### src/rtl/ovp_guard_pkg.sv
package ovp_guard_pkg;

    // Phase of the per-cycle observation window
    typedef enum logic [1:0] {
        PH_IDLE  = 2'd0,
        PH_BLANK = 2'd1,
        PH_SCAN  = 2'd2
    } win_phase_e;

endpackage

### src/rtl/ovp_low_meter.sv
// Measures the gate-low time of each switching cycle and derives the
// blanking length for the window that starts at the next falling edge.
module ovp_low_meter #(
    parameter int PER_W     = 16,
    parameter int CODE_W    = 3,
    parameter int BASE_CYC  = 100,
    parameter int STEP_CYC  = 50,
    parameter int OFS_CYC   = 50
) (
    input  logic              clk,
    input  logic              rst_n,
    input  logic              gate_i,
    input  logic              adapt_i,
    input  logic [CODE_W-1:0] code_i,
    output logic              fall_o,
    output logic              rise_o,
    output logic [PER_W-1:0]  blank_len_o
);

    localparam logic [PER_W-1:0] CNT_MAX = '1;
    localparam logic [PER_W-1:0] OFS     = PER_W'(OFS_CYC);

    typedef struct packed {
        logic             gate;
        logic             armed;
        logic             pvld;
        logic [PER_W-1:0] low_cnt;
        logic [PER_W-1:0] plow;
    } meter_t;

    meter_t s_d, s_q;
    logic [PER_W-1:0] fixed_len;
    logic [PER_W-1:0] adapt_len;

    always_comb begin
        s_d       = s_q;
        s_d.gate  = gate_i;
        fall_o    = s_q.gate & ~gate_i;
        rise_o    = ~s_q.gate & gate_i;

        if (fall_o) begin
            s_d.low_cnt = PER_W'(1);
            s_d.armed   = 1'b1;
        end else if (!gate_i && s_q.low_cnt != CNT_MAX) begin
            s_d.low_cnt = s_q.low_cnt + PER_W'(1);
        end

        // A low time counts only if its falling edge was seen
        if (rise_o && s_q.armed) begin
            s_d.plow = s_q.low_cnt;
            s_d.pvld = 1'b1;
        end

        fixed_len = PER_W'(BASE_CYC + STEP_CYC * int'(code_i));
        adapt_len = (s_q.plow > OFS) ? (s_q.plow - OFS) : '0;
        blank_len_o = (adapt_i && s_q.pvld) ? adapt_len : fixed_len;
    end

    always_ff @(posedge clk or negedge rst_n) begin
        if (!rst_n) begin
            s_q <= '0;
        end else begin
            s_q <= s_d;
        end
    end

endmodule

### src/rtl/ovp_scan_window.sv
// Blanking then scanning sequence opened by each gate falling edge.
module ovp_scan_window
    import ovp_guard_pkg::*;
#(
    parameter int PER_W    = 16,
    parameter int SCAN_CYC = 25
) (
    input  logic             clk,
    input  logic             rst_n,
    input  logic             en_i,
    input  logic             fall_i,
    input  logic             rise_i,
    input  logic             cmp_i,
    input  logic [PER_W-1:0] blank_len_i,
    output logic             done_o,
    output logic             hit_o,
    output logic             blk_o
);

    localparam logic [PER_W-1:0] SCAN_LAST = PER_W'(SCAN_CYC - 1);

    typedef struct packed {
        win_phase_e       phase;
        logic [PER_W-1:0] cnt;
        logic             hit;
        logic             blk;
    } win_t;

    win_t s_d, s_q;
    logic now_hit;

    always_comb begin
        s_d     = s_q;
        done_o  = 1'b0;
        hit_o   = 1'b0;
        now_hit = s_q.hit | cmp_i;
        s_d.blk = 1'b0;

        if (!en_i) begin
            s_d.phase = PH_IDLE;
            s_d.hit   = 1'b0;
        end else begin
            case (s_q.phase)
                PH_IDLE: begin
                    if (fall_i) begin
                        s_d.hit = 1'b0;
                        if (blank_len_i == '0) begin
                            s_d.phase = PH_SCAN;
                            s_d.cnt   = SCAN_LAST;
                        end else begin
                            s_d.phase = PH_BLANK;
                            s_d.cnt   = blank_len_i - PER_W'(1);
                        end
                    end
                end
                PH_BLANK: begin
                    if (rise_i) begin
                        done_o    = 1'b1;
                        s_d.phase = PH_IDLE;
                    end else if (s_q.cnt == '0) begin
                        s_d.phase = PH_SCAN;
                        s_d.cnt   = SCAN_LAST;
                    end else begin
                        s_d.cnt = s_q.cnt - PER_W'(1);
                    end
                end
                PH_SCAN: begin
                    s_d.blk = now_hit;
                    s_d.hit = now_hit;
                    if (rise_i || s_q.cnt == '0) begin
                        done_o    = 1'b1;
                        hit_o     = now_hit;
                        s_d.phase = PH_IDLE;
                    end else begin
                        s_d.cnt = s_q.cnt - PER_W'(1);
                    end
                end
                default: s_d.phase = PH_IDLE;
            endcase
        end
        blk_o = s_q.blk;
    end

    always_ff @(posedge clk or negedge rst_n) begin
        if (!rst_n) begin
            s_q <= '{phase: PH_IDLE, cnt: '0, hit: 1'b0, blk: 1'b0};
        end else begin
            s_q <= s_d;
        end
    end

endmodule

### src/rtl/ovp_event_acc.sv
// Saturating event accumulator with threshold compare and fault hold.
module ovp_event_acc #(
    parameter int ACC_W = 3,
    parameter int THR_W = 3
) (
    input  logic             clk,
    input  logic             rst_n,
    input  logic             en_i,
    input  logic             done_i,
    input  logic             hit_i,
    input  logic             restart_i,
    input  logic             latch_mode_i,
    input  logic [THR_W-1:0] thr_i,
    output logic             fault_o
);

    localparam int CMP_W = (ACC_W > THR_W) ? ACC_W : THR_W;
    localparam logic [ACC_W-1:0] ACC_MAX = '1;

    typedef struct packed {
        logic [ACC_W-1:0] acc;
        logic             fault;
        logic             lat;
    } acc_t;

    acc_t s_d, s_q;
    logic [ACC_W-1:0] acc_nxt;

    always_comb begin
        s_d     = s_q;
        acc_nxt = s_q.acc;

        if (restart_i && s_q.fault && !s_q.lat) begin
            s_d.fault = 1'b0;
            s_d.acc   = '0;
        end else if (!en_i) begin
            s_d.acc = '0;
        end else if (done_i) begin
            if (hit_i) begin
                acc_nxt = (s_q.acc == ACC_MAX) ? ACC_MAX : s_q.acc + ACC_W'(1);
            end else begin
                acc_nxt = (s_q.acc == '0) ? '0 : s_q.acc - ACC_W'(1);
            end
            s_d.acc = acc_nxt;
            if (!s_q.fault && CMP_W'(acc_nxt) >= CMP_W'(thr_i)) begin
                s_d.fault = 1'b1;
                s_d.lat   = latch_mode_i;
            end
        end
        fault_o = s_q.fault;
    end

    always_ff @(posedge clk or negedge rst_n) begin
        if (!rst_n) begin
            s_q <= '0;
        end else begin
            s_q <= s_d;
        end
    end

endmodule

### src/rtl/ovp_guard.sv
// Overvoltage fault detector: low-time meter, window sequencer, accumulator.
module ovp_guard #(
    parameter int PER_W            = 16,
    parameter int CODE_W           = 3,
    parameter int THR_W            = 3,
    parameter int ACC_W            = 3,
    parameter int BLANK_BASE_CYC   = 100,
    parameter int BLANK_STEP_CYC   = 50,
    parameter int ADAPT_OFFSET_CYC = 50,
    parameter int SCAN_CYC         = 25
) (
    input  logic              clk,
    input  logic              rst_n,
    input  logic              gate_i,
    input  logic              cmp_i,
    input  logic              ovp_off_i,
    input  logic              blank_adapt_i,
    input  logic [CODE_W-1:0] blank_code_i,
    input  logic [THR_W-1:0]  trip_level_i,
    input  logic              latch_mode_i,
    input  logic              restart_i,
    output logic              gate_block_o,
    output logic              fault_o
);

    logic             mon_en;
    logic             gate_fall;
    logic             gate_rise;
    logic [PER_W-1:0] blank_len;
    logic             win_done;
    logic             win_hit;
    logic             win_blk;
    logic             fault;

    assign mon_en = ~ovp_off_i;

    ovp_low_meter #(
        .PER_W    (PER_W),
        .CODE_W   (CODE_W),
        .BASE_CYC (BLANK_BASE_CYC),
        .STEP_CYC (BLANK_STEP_CYC),
        .OFS_CYC  (ADAPT_OFFSET_CYC)
    ) u_meter (
        .clk         (clk),
        .rst_n       (rst_n),
        .gate_i      (gate_i),
        .adapt_i     (blank_adapt_i),
        .code_i      (blank_code_i),
        .fall_o      (gate_fall),
        .rise_o      (gate_rise),
        .blank_len_o (blank_len)
    );

    ovp_scan_window #(
        .PER_W    (PER_W),
        .SCAN_CYC (SCAN_CYC)
    ) u_window (
        .clk         (clk),
        .rst_n       (rst_n),
        .en_i        (mon_en),
        .fall_i      (gate_fall),
        .rise_i      (gate_rise),
        .cmp_i       (cmp_i),
        .blank_len_i (blank_len),
        .done_o      (win_done),
        .hit_o       (win_hit),
        .blk_o       (win_blk)
    );

    ovp_event_acc #(
        .ACC_W (ACC_W),
        .THR_W (THR_W)
    ) u_acc (
        .clk          (clk),
        .rst_n        (rst_n),
        .en_i         (mon_en),
        .done_i       (win_done),
        .hit_i        (win_hit),
        .restart_i    (restart_i),
        .latch_mode_i (latch_mode_i),
        .thr_i        (trip_level_i),
        .fault_o      (fault)
    );

    assign fault_o      = fault;
    assign gate_block_o = win_blk | fault;

endmodule

### config.mk
export PLATFORM = sky130hd
export DESIGN_NAME = ovp_guard
export DESIGN_NICKNAME = d
export VERILOG_FILES = /design/src/rtl/ovp_guard_pkg.sv /design/src/rtl/ovp_low_meter.sv /design/src/rtl/ovp_scan_window.sv /design/src/rtl/ovp_event_acc.sv /design/src/rtl/ovp_guard.sv
export SDC_FILE = /design/constraint.sdc
export NUM_CORES = 1
export LEC_CHECK = 0
export ABC_AREA = 1
export ABC_CLOCK_PERIOD_IN_PS = 3500
export BUFFER_PORTS_ARGS = -buffer_cell sky130_fd_sc_hd__buf_4
export CAP_MARGIN = 25
export CORE_ASPECT_RATIO = 0.5
export CORE_MARGIN = 2
export CORE_UTILIZATION = 50
export CTS_CLUSTER_DIAMETER = 80
export CTS_CLUSTER_SIZE = 40
export DETAILED_ROUTE_END_ITERATION = 12
export GPL_ROUTABILITY_DRIVEN = 0
export PLACE_DENSITY = 0.67
export RECOVER_POWER = 50
export SETUP_SLACK_MARGIN = 0.1
export SLEW_MARGIN = 20
export SYNTH_ARGS = -nofsm -noshare
export SYNTH_HDL_FRONTEND = slang
export SYNTH_SLANG_ARGS = --single-unit
### constraint.sdc
create_clock -name clk -period 3.5 [get_ports clk]
set_clock_uncertainty 0.15 [all_clocks]
set_input_delay 0.35 -clock clk [delete_from_list [all_inputs] [get_ports clk]]
set_output_delay 0.35 -clock clk [all_outputs]
set_load 0.1 [all_outputs]
==> impl_metrics.tcl, run 1 <==
set metrics [dict create \
    yosysTopAreaCell "dfrtp_1" \
    finalPower_mw 2.86 \
    ir_drop_uv 394 \
    drive_gt1_share_pct 11.2 \
    clockBufferDepth 2 \
    drc 0 \
    rrSetupSlack_ns 0.55 \
    initial_core_util_pct 52.0 \
    cts_resized 0 \
    synth.top_cell.area_share_pct 32.7 \
    hold_depth 1 \
    p_leak_nw 2.55 \
    drt-total-wl_um 10200 \
    hold_viol_final 0 \
    worst_ep_arrival_time_ns 3.02 \
    cts_made_buffers 9 \
    yosysWarningCount 0 \
    status "complete, no violations" \
    worst_pin_slew_ns 1.48 \
    num_rows 24 \
    die_h_um 71.8 \
    clock-sinks 60 \
    stdcell_count 813 \
    slew_viol_final 0 \
    hpwl_um 7810 \
    grt_first_pass_wirelength_um 18000 \
    path_clk_slew_ns 0.05 \
    maxCapViolCount 0 \
    grt_util_met1_pct 27.8 \
    drtIter0Drc 263 \
    cts_setup_buffers 0 \
    syn_inst 671 \
    antenna_found_initial 0 \
    vias 4206 \
    setup_viol 0 \
    clock.fmax_mhz 339 \
    ys_ff_latch 60 \
    finalSetupTns_ns 0 \
    cts_tree "yes" \
    dieArea_um2 10000 \
    use_met2_pct 38.5 \
    reg2regPathDepth 15 \
    n_antenna_cell 0 \
    grt_pass1_vias 4086 \
    dr.pass1.iters 5 \
    coreArea_um2 8830 \
    endpoint_kind "flop" \
    rsz0062_at_grt "false" \
    crit_type "reg -> reg" \
    syn_avg_cell_area_um2 6.85 \
    required_ns 3.57 \
    grt_overflow_total 0 \
    grt_max_degree 61 \
    nets 726 \
    power_density_nw_per_um2 557 \
    syn-num-nets 706 \
    clk_latency_ns 0.33 \
    use_met3_pct 5.21 \
    synth_area_um2 4590 \
    timing.hold.ws_ns 0.0940 \
    placedCellCount 796 \
    io_pins 16 \
    htree_levels 3 \
    wl_per_cell_um 12.5 \
    fillers 883 \
    ys_top_cells_by_area "dfrtp_1 (33%), nand2_1 (13%), nor2_1 (7.8%)" \
    post-route-period-util_pct 84.3 \
    viasPerCell 5.17 \
    critPathMaxFanout 4 \
    syn_to_final_growth_pct 11.5 \
    grtUsageTotal_pct 22.2 \
    relSlewSlack_pct 1.24 \
    root_buffer "clkbuf_16" \
    antenna_left 0 \
    start_kind "flop" \
    period_minus_slack_ns 2.95 \
    synth_cell_types 38 \
    yosysSeqAreaShare_pct 32.7 \
    io_buffers 15 \
    die_x_um 140 \
    hold_class "in -> reg" \
    busiest_layer "met2" \
]
routing by layer:
metal	part of all wire [%]	vias to the layer above
li1	-	2215
met1	49	1894
met2	46	77
met3	3.6	20
met4	1.5	0
met5	0	-
final timing paths:
path | startpoint | to
min in group asynchronous | rst_n | u_meter.s_q[21]$_DFFE_PN0P_
worst min register to register | u_meter.s_q[33]$_DFFE_PN0P_ | u_meter.s_q[33]$_DFFE_PN0P_
worst min-delay path | gate_i | u_meter.s_q[34]$_DFF_PN0_
worst max-delay path | u_window.s_q[18]$_DFFE_PN0P_ | u_acc.s_q[0]$_DFFE_PN0P_
max in group asynchronous | rst_n | u_acc.s_q[2]$_DFFE_PN0P_
worst max register to register | u_window.s_q[18]$_DFFE_PN0P_ | u_acc.s_q[0]$_DFFE_PN0P_
per-stage QoR:
step | util, % | setup slack, ns | area, um2
2_1_floorplan | - | 0.830 | 4590
3_3_place_gp | 54.6 | 0.572 | 4820
3_5_place_dp | 54.6 | 0.580 | 4820
4_1_cts | 58.1 | 0.554 | 5130
5_1_grt | 58.0 | 0.132 | 5120
6_report | 58.0 | 0.548 | 5120
worst max-delay path, cell delays in order (launching register included):
cell	delay, ns
dfrtp_1	0.39
inv_1	0.12
ha_1	0.24
inv_1	0.09
nor3_1	0.38
nand2_1	0.13
inv_1	0.12
nand3_1	0.07
o21ai_0	0.12
inv_1	0.08
ha_1	0.27
inv_1	0.03
nor2_1	0.08
o21ai_0	0.10
nor2_1	0.13
mux2_2	0.33
synthesized netlist by cell type, drive strengths merged:
| cell type | number |
|---|---|
| o22ai | 6 |
| mux2 | 1 |
| or2 | 3 |
| nand3 | 53 |
| dfrtp | 60 |
| clkbuf | 6 |
| xnor2 | 5 |
| a211oi | 1 |
| nor4 | 4 |
| nand2 | 166 |
| o21a | 2 |
| inv | 91 |
| buf | 4 |
| a22oi | 1 |
| o211ai | 2 |
| nor3 | 16 |
| and3 | 1 |
| a21o | 1 |
| nor2 | 106 |
| nand4 | 9 |
| a31oi | 5 |
| a32oi | 1 |
| xor2 | 19 |
| ha | 21 |
| o21bai | 2 |
| nand3b | 7 |
| o21ai | 45 |
| a21oi | 33 |
power breakdown:
group	leakage, nW	internal, mW	total, mW	switching [mW]
registers	0.773	0.826	0.966	0.140
logic	1.63	0.342	0.999	0.657
clock network	0.149	0.586	0.891	0.304
total	2.55	1.75	2.86	1.10
repair_timing:
action / CTS / global route
setup endpoints to repair: 0 / 0
hold endpoints to repair: 60 / 0
hold buffers: 1 / 0
layout make-up:
class / count / area [um2] / share of cell area [%]
Clock buffer: 12 / 256 / 5.01
Clock inverter: 4 / 47.5 / 0.928
Inverter: 91 / 342 / 6.67
Multi-Input combinational cell: 510 / 2700 / 52.6
Sequential cell: 60 / 1500 / 29.3
Tap cell: 117 / 146 / 2.86
Timing Repair Buffer: 19 / 135 / 2.64
cell usage in the layout (no fill, tap or decap), types with 3 or more instances in the layout:
master	count
xor2_1	19
clkbuf_1	3
nand4_1	9
ha_1	21
o21ai_0	44
inv_2	8
nand2_4	3
nand3_2	12
nand3_1	41
nand2_2	7
nor4_1	4
nor3_1	16
a31oi_1	5
inv_1	83
nand2_1	156
buf_4	15
xnor2_1	5
clkbuf_16	9
nor2_1	95
nand3b_1	6
a21oi_1	32
nor2_2	8
or2_2	3
nor2_4	3
o22ai_1	6
dfrtp_1	60
sequential cells by signal, indices dropped and copies added (netlist names):
signal	count
u_meter.s_q	35
u_window.s_q	19
u_acc.s_q	4
u_acc.fault_o	1
u_window.blk_o	1
logic make-up (layout without fill, tap and decap cells):
kind of cell	after synthesis	after routing	share of synthesized area, %
AO/OA/AOI/OAI	99	99	11.7
multiplexers	1	1	0.245
adder cells (fa/ha/maj)	21	21	5.72
flip-flops	60	60	32.7
AND/OR/NAND/NOR	365	365	36.4
XOR/XNOR	24	24	4.58
buffers and inverters	101	126	8.64
Power figures use the tool's default switching activity.
==> inputs of run 2 (changes only) <==
- ABC_CLOCK_PERIOD_IN_PS: 3500 -> 2980
- clock period: 3.5 -> 2.98 ns (I/O delays scaled with it)
==> impl_metrics.tcl, run 2 (synthesized netlist as in run 1, its figures left out) <==
set metrics [dict create \
    drive_gt1_share_pct 14.2 \
    antenna_left 0 \
    viasPerCell 5.16 \
    dr.pass1.iters 5 \
    crit_type "in -> reg" \
    path_clk_slew_ns 0.05 \
    regMostFlops "u_meter.s_q" \
    htree_levels 3 \
    timing.hold.ws_ns 0.0525 \
    coreArea_um2 8830 \
    hpwl_um 8180 \
    required_ns 3.05 \
    ir_drop_uv 527 \
    worst_pin_slew_ns 1.48 \
    clkPwrFrac_pct 33.1 \
    finalSetupTns_ns 0 \
    nets 739 \
    die_h_um 71.8 \
    drtIter0Drc 229 \
    rr_endpoint "u_acc.s_q[0]$_DFFE_PN0P_" \
    fillers 833 \
    setup_viol 0 \
    period_minus_slack_ns 2.74 \
    busiest_layer "met2" \
    io_pins 16 \
    p_seq_share_pct 31.9 \
    path_buf_inv 7 \
    clk_latency_ns 0.33 \
    cpMostUsedCell "inv_1" \
    dieArea_um2 10000 \
    slowest_delay_ns 0.52 \
    critPathMaxFanout 4 \
    syn_to_final_growth_pct 15.6 \
    io_buffers 15 \
    relSlewSlack_pct 1.38 \
    cts_tree "yes" \
    grt_first_pass_wirelength_um 18600 \
    timing.rr.start "u_window.s_q[18]$_DFFE_PN0P_" \
    post-route-period-util_pct 91.9 \
    p_sw_share_pct 37.4 \
    hold_class "in -> reg" \
    rrSetupSlack_ns 0.28 \
    rsz0062_at_grt "true" \
    endpoint_kind "flop" \
    critPathCapture "u_acc.s_q[0]$_DFFE_PN0P_" \
    setup_ws_ns 0.241 \
    drc 0 \
    slowest_stage "dlygate4sd3_1" \
    grt_util_met1_pct 29.3 \
    reg2regPathDepth 15 \
    worst_ep_arrival_time_ns 2.81 \
    use_met2_pct 39.2 \
    dpl-instance-area_um2 4890 \
    drt-total-wl_um 10600 \
    start_kind "input port" \
    status "complete, no violations" \
    grt_max_degree 61 \
    top_regs "u_meter.s_q: 35 flops, u_window.s_q: 19 flops, u_acc.s_q: 4 flops" \
    layout_common_cells "nand2_1 (156), nor2_1 (93), inv_1 (81)" \
    intPower_mw 2.24 \
    n_antenna_cell 0 \
    pre_cts_ws_ns 0.153 \
    vias 4259 \
    layout_commonest_cell "nand2_1" \
    pwr-share-comb_pct 35.0 \
    hold_viol_final 0 \
    cp.depth 17 \
    crit_family "buffers and inverters" \
    crit_chain "dlygate4sd3_1, clkbuf_1, inv_1, nor2_1, inv_1, nand2_1, nand2_1, inv_2, nand3_1, o21ai_2, inv_1, ha_1, inv_1, nor2_1, o21ai_2, nor2_1, mux2_2" \
    p_switching_mw 1.34 \
    antenna_found_initial 0 \
    maxCapViolCount 0 \
    grt_overflow_total 0 \
    grt_pass1_vias 4176 \
    wl_per_cell_um 12.8 \
    clock-sinks 60 \
    critPathLaunch "gate_i" \
    power_density_nw_per_um2 675 \
    grtUsageTotal_pct 23.2 \
    cts_made_buffers 9 \
    clockBufferDepth 2 \
    p_leak_nw 2.63 \
    use_met3_pct 5.55 \
    slew_viol_final 0 \
    root_buffer "clkbuf_16" \
    design_area_um2 5310 \
    num_rows 24 \
    initial_core_util_pct 52.0 \
    die_x_um 140 \
    largest_reg_flops 35 \
    clock.fmax_mhz 365 \
]
-- run 2: power groups by stage --
stage	registers, mW	logic [mW]	clock network, mW
global route	1.16	1.43	1.24
detailed placement	1.15	1.19	0
global placement	1.14	1.18	0
finish	1.14	1.25	1.19
CTS	1.13	1.20	1.21
floorplan	1.14	0.909	0
-- run 2: worst reg2reg max path, cell delays in order (launching register included) --
cell and delay, ns:
dfrtp_1 0.39, inv_1 0.13, ha_2 0.23, inv_1 0.07, nor3_1 0.26, nand2_1 0.12, inv_2 0.10, nand3_1 0.09
o21ai_2 0.08, inv_1 0.06, ha_1 0.27, inv_1 0.04, nor2_1 0.11, o21ai_2 0.07, nor2_1 0.10, mux2_2 0.34
-- run 2: worst min-delay path by stage --
stage	start	end	depth (start not counted)
after global placement	rst_n	u_meter.s_q[21]$_DFFE_PN0P_	1
after global routing	latch_mode_i	u_acc.s_q[0]$_DFFE_PN0P_	2
after CTS	latch_mode_i	u_acc.s_q[0]$_DFFE_PN0P_	2
after floorplan	rst_n	u_acc.fault_o$_DFFE_PN0P_	0
final	latch_mode_i	u_acc.s_q[0]$_DFFE_PN0P_	2
after detailed placement	rst_n	u_meter.s_q[20]$_DFFE_PN0P_	1
-- run 2: what timing repair did --
item                                   in CTS  in global routing
setup buffers                               0                  2
setup endpoints to repair                   0                  7
resized for setup                           0                 13
endpoints found under the hold margin      61                  0
hold buffers                                2                  0
-- run 2: per-layer routing --
layer	vias to the layer above	part of all wire, %
met1	1927	48
met2	77	46
li1	2238	-
met4	0	2.0
met5	-	0
met3	17	4.0
-- run 2: through the flow --
step / total power, mW / cells / utilization [%]
global route: 3.83 / 826 / 60.1
detailed placement: 2.34 / 806 / 55.4
global placement: 2.33 / 806 / 55.4
floorplan: 2.04 / 671 / -
CTS: 3.54 / 824 / 59.5
finish: 3.58 / 826 / 60.1
-- run 2: layout make-up --
| cell class | instances | area (um2) | share of cell area (%) |
|---|---|---|---|
| flip-flops and latches | 60 | 1500 | 28.3 |
| inverters | 91 | 342 | 6.43 |
| clock buffers | 9 | 225 | 4.24 |
| clock inverters | 7 | 115 | 2.17 |
| repair buffers | 32 | 251 | 4.74 |
| well taps | 117 | 146 | 2.76 |
| multi-input cells | 510 | 2730 | 51.4 |
==> inputs of run 3 (changes only) <==
- CORE_UTILIZATION: 50 -> 45
- PLACE_DENSITY: 0.67 -> 0.62
==> impl_metrics.tcl, run 3 (synthesized netlist as in run 1, its figures left out) <==
set metrics [dict create \
    status "finished with violations" \
    violations "max-capacitance violations, max-slew violations" \
    grt_max_degree 61 \
    regMostFlops "u_meter.s_q" \
    top_regs "u_meter.s_q: 35 flops, u_window.s_q: 19 flops, u_acc.s_q: 4 flops" \
    worst_pin_slew_ns 1.53 \
    cts_made_buffers 9 \
    finalSetupTns_ns 0 \
    fillers 996 \
    hold_class "in -> reg" \
    ir_drop_uv 250 \
    clockBufferDepth 2 \
    power_density_nw_per_um2 663 \
    vias 4314 \
    nets 735 \
    antenna_left 0 \
    num_rows 26 \
    die_x_um 147 \
    post-route-period-util_pct 89.3 \
    hold_viol_final 0 \
    die_h_um 75.4 \
    critPathMaxFanout 21 \
    rsz0062_at_grt "true" \
    io_pins 16 \
    antenna_found_initial 0 \
    finalPower_mw 3.50 \
    wl_per_cell_um 13.0 \
    coreArea_um2 10100 \
    setup_viol 0 \
    drive_gt1_share_pct 13.9 \
    clock.fmax_mhz 376 \
    drt-total-wl_um 11000 \
    dieArea_um2 11100 \
    grtUsageTotal_pct 21.3 \
    initial_core_util_pct 45.7 \
    p_leak_nw 2.60 \
    grt_overflow_total 0 \
    hpwl_um 8420 \
    required_ns 3.04 \
    largest_reg_flops 35 \
    drc 0 \
    io_buffers 15 \
    period_minus_slack_ns 2.66 \
    grt_pass1_vias 4022 \
    cts_tree "yes" \
    root_buffer "clkbuf_16" \
    grt_first_pass_wirelength_um 18700 \
    n_antenna_cell 0 \
    drtIter0Drc 215 \
    path_clk_slew_ns 0.06 \
    start_kind "flop" \
    layout_commonest_cell "nand2_1" \
    worst_ep_arrival_time_ns 2.73 \
    crit_type "reg -> reg" \
    htree_levels 3 \
    viasPerCell 5.11 \
    clk_latency_ns 0.33 \
    layout_common_cells "nand2_1 (155), nor2_1 (91), inv_1 (80)" \
    slew_viol_final 61 \
    relSlewSlack_pct -2.08 \
    clock-sinks 60 \
    endpoint_kind "flop" \
    dr.pass1.iters 5 \
    maxCapViolCount 1 \
    syn_to_final_growth_pct 14.8 \
]
## run 3: cell types whose count changed in the layout (fill, tap and decap cells not counted), moves of 2 or more
cell,previous run,this run
nor2_2,8,12
buf_4,27,25
nor2_1,93,91
nor2_4,5,3
o21ai_2,2,0
## run 3: worst paths after layout
kind / startpoint / endpoint / slack (ns) / cells past startpoint
min in group asynchronous: rst_n / u_window.blk_o$_DFF_PN0_ / 0.72 / 2
hold / removal: latch_mode_i / u_acc.s_q[0]$_DFFE_PN0P_ / 0.05 / 2
max in group asynchronous: rst_n / u_meter.s_q[32]$_DFFE_PN0P_ / 1.02 / 2
hold reg to reg: u_meter.s_q[32]$_DFFE_PN0P_ / u_meter.s_q[32]$_DFFE_PN0P_ / 0.31 / 2
setup reg to reg: u_window.s_q[2]$_DFFE_PN0P_ / u_window.s_q[17]$_DFFE_PN0P_ / 0.32 / 11
setup / recovery: u_window.s_q[2]$_DFFE_PN0P_ / u_window.s_q[17]$_DFFE_PN0P_ / 0.32 / 11
## run 3: worst max-delay path: stages (launching register included)
cell and delay (ns):
dfrtp_1 0.39, inv_2 0.08, ha_2 0.19, nand2_1 0.09
buf_4 0.16, nor3_1 0.40, a32oi_1 0.19, nand2_1 0.16
clkinvlp_4 0.33, buf_4 0.27, nor2_1 0.09, a21oi_1 0.05
## run 3: repair_timing
| item | CTS | global route |
|---|---|---|
| setup endpoints to repair | 0 | 11 |
| hold buffers | 2 | 0 |
| hold endpoints to repair | 61 | 0 |
| resized for setup | 0 | 12 |
| buffers inserted | 0 | 0 |
## run 3: power by group
part / switching [mW] / internal [mW] / total, mW
clock: 0.375 / 0.754 / 1.13
combinational: 0.795 / 0.425 / 1.22
sequential: 0.181 / 0.969 / 1.15
total: 1.35 / 2.15 / 3.50
## run 3: routing by layer
| layer | vias up | wire length, um | GRT usage [%] |
|---|---|---|---|
| li1 | 2238 | - | - |
| met1 | 1969 | 5360 | 27.2 |
| met3 | 17 | 474 | 4.43 |
| met2 | 90 | 5020 | 36.8 |
| met5 | - | 0 | 0 |
| met4 | 0 | 166 | 7.66 |
## run 3: layout make-up
cell class / count / area, um2 / area share (%)
multi-input combinational: 510 / 2720 / 51.6
sequential: 60 / 1500 / 28.5
inverter: 91 / 345 / 6.55
clock buffer: 12 / 246 / 4.67
timing repair buffer: 28 / 213 / 4.03
tap: 140 / 175 / 3.32
clock inverter: 4 / 72.6 / 1.38
## run 3: stage by stage
step                      area [um2]  util [%]  std cells  setup WS [ns]  hold slack, ns
after global routing            5270      52.5        845         0.0415          0.0404
after floorplan                 4590         -        671          0.310          -0.148
after CTS                       5250      52.2        845          0.148          0.0404
after global placement          4910      48.8        827          0.245           0.273
final                           5270      52.5        845          0.318          0.0474
after detailed placement        4910      48.8        827          0.158           0.285
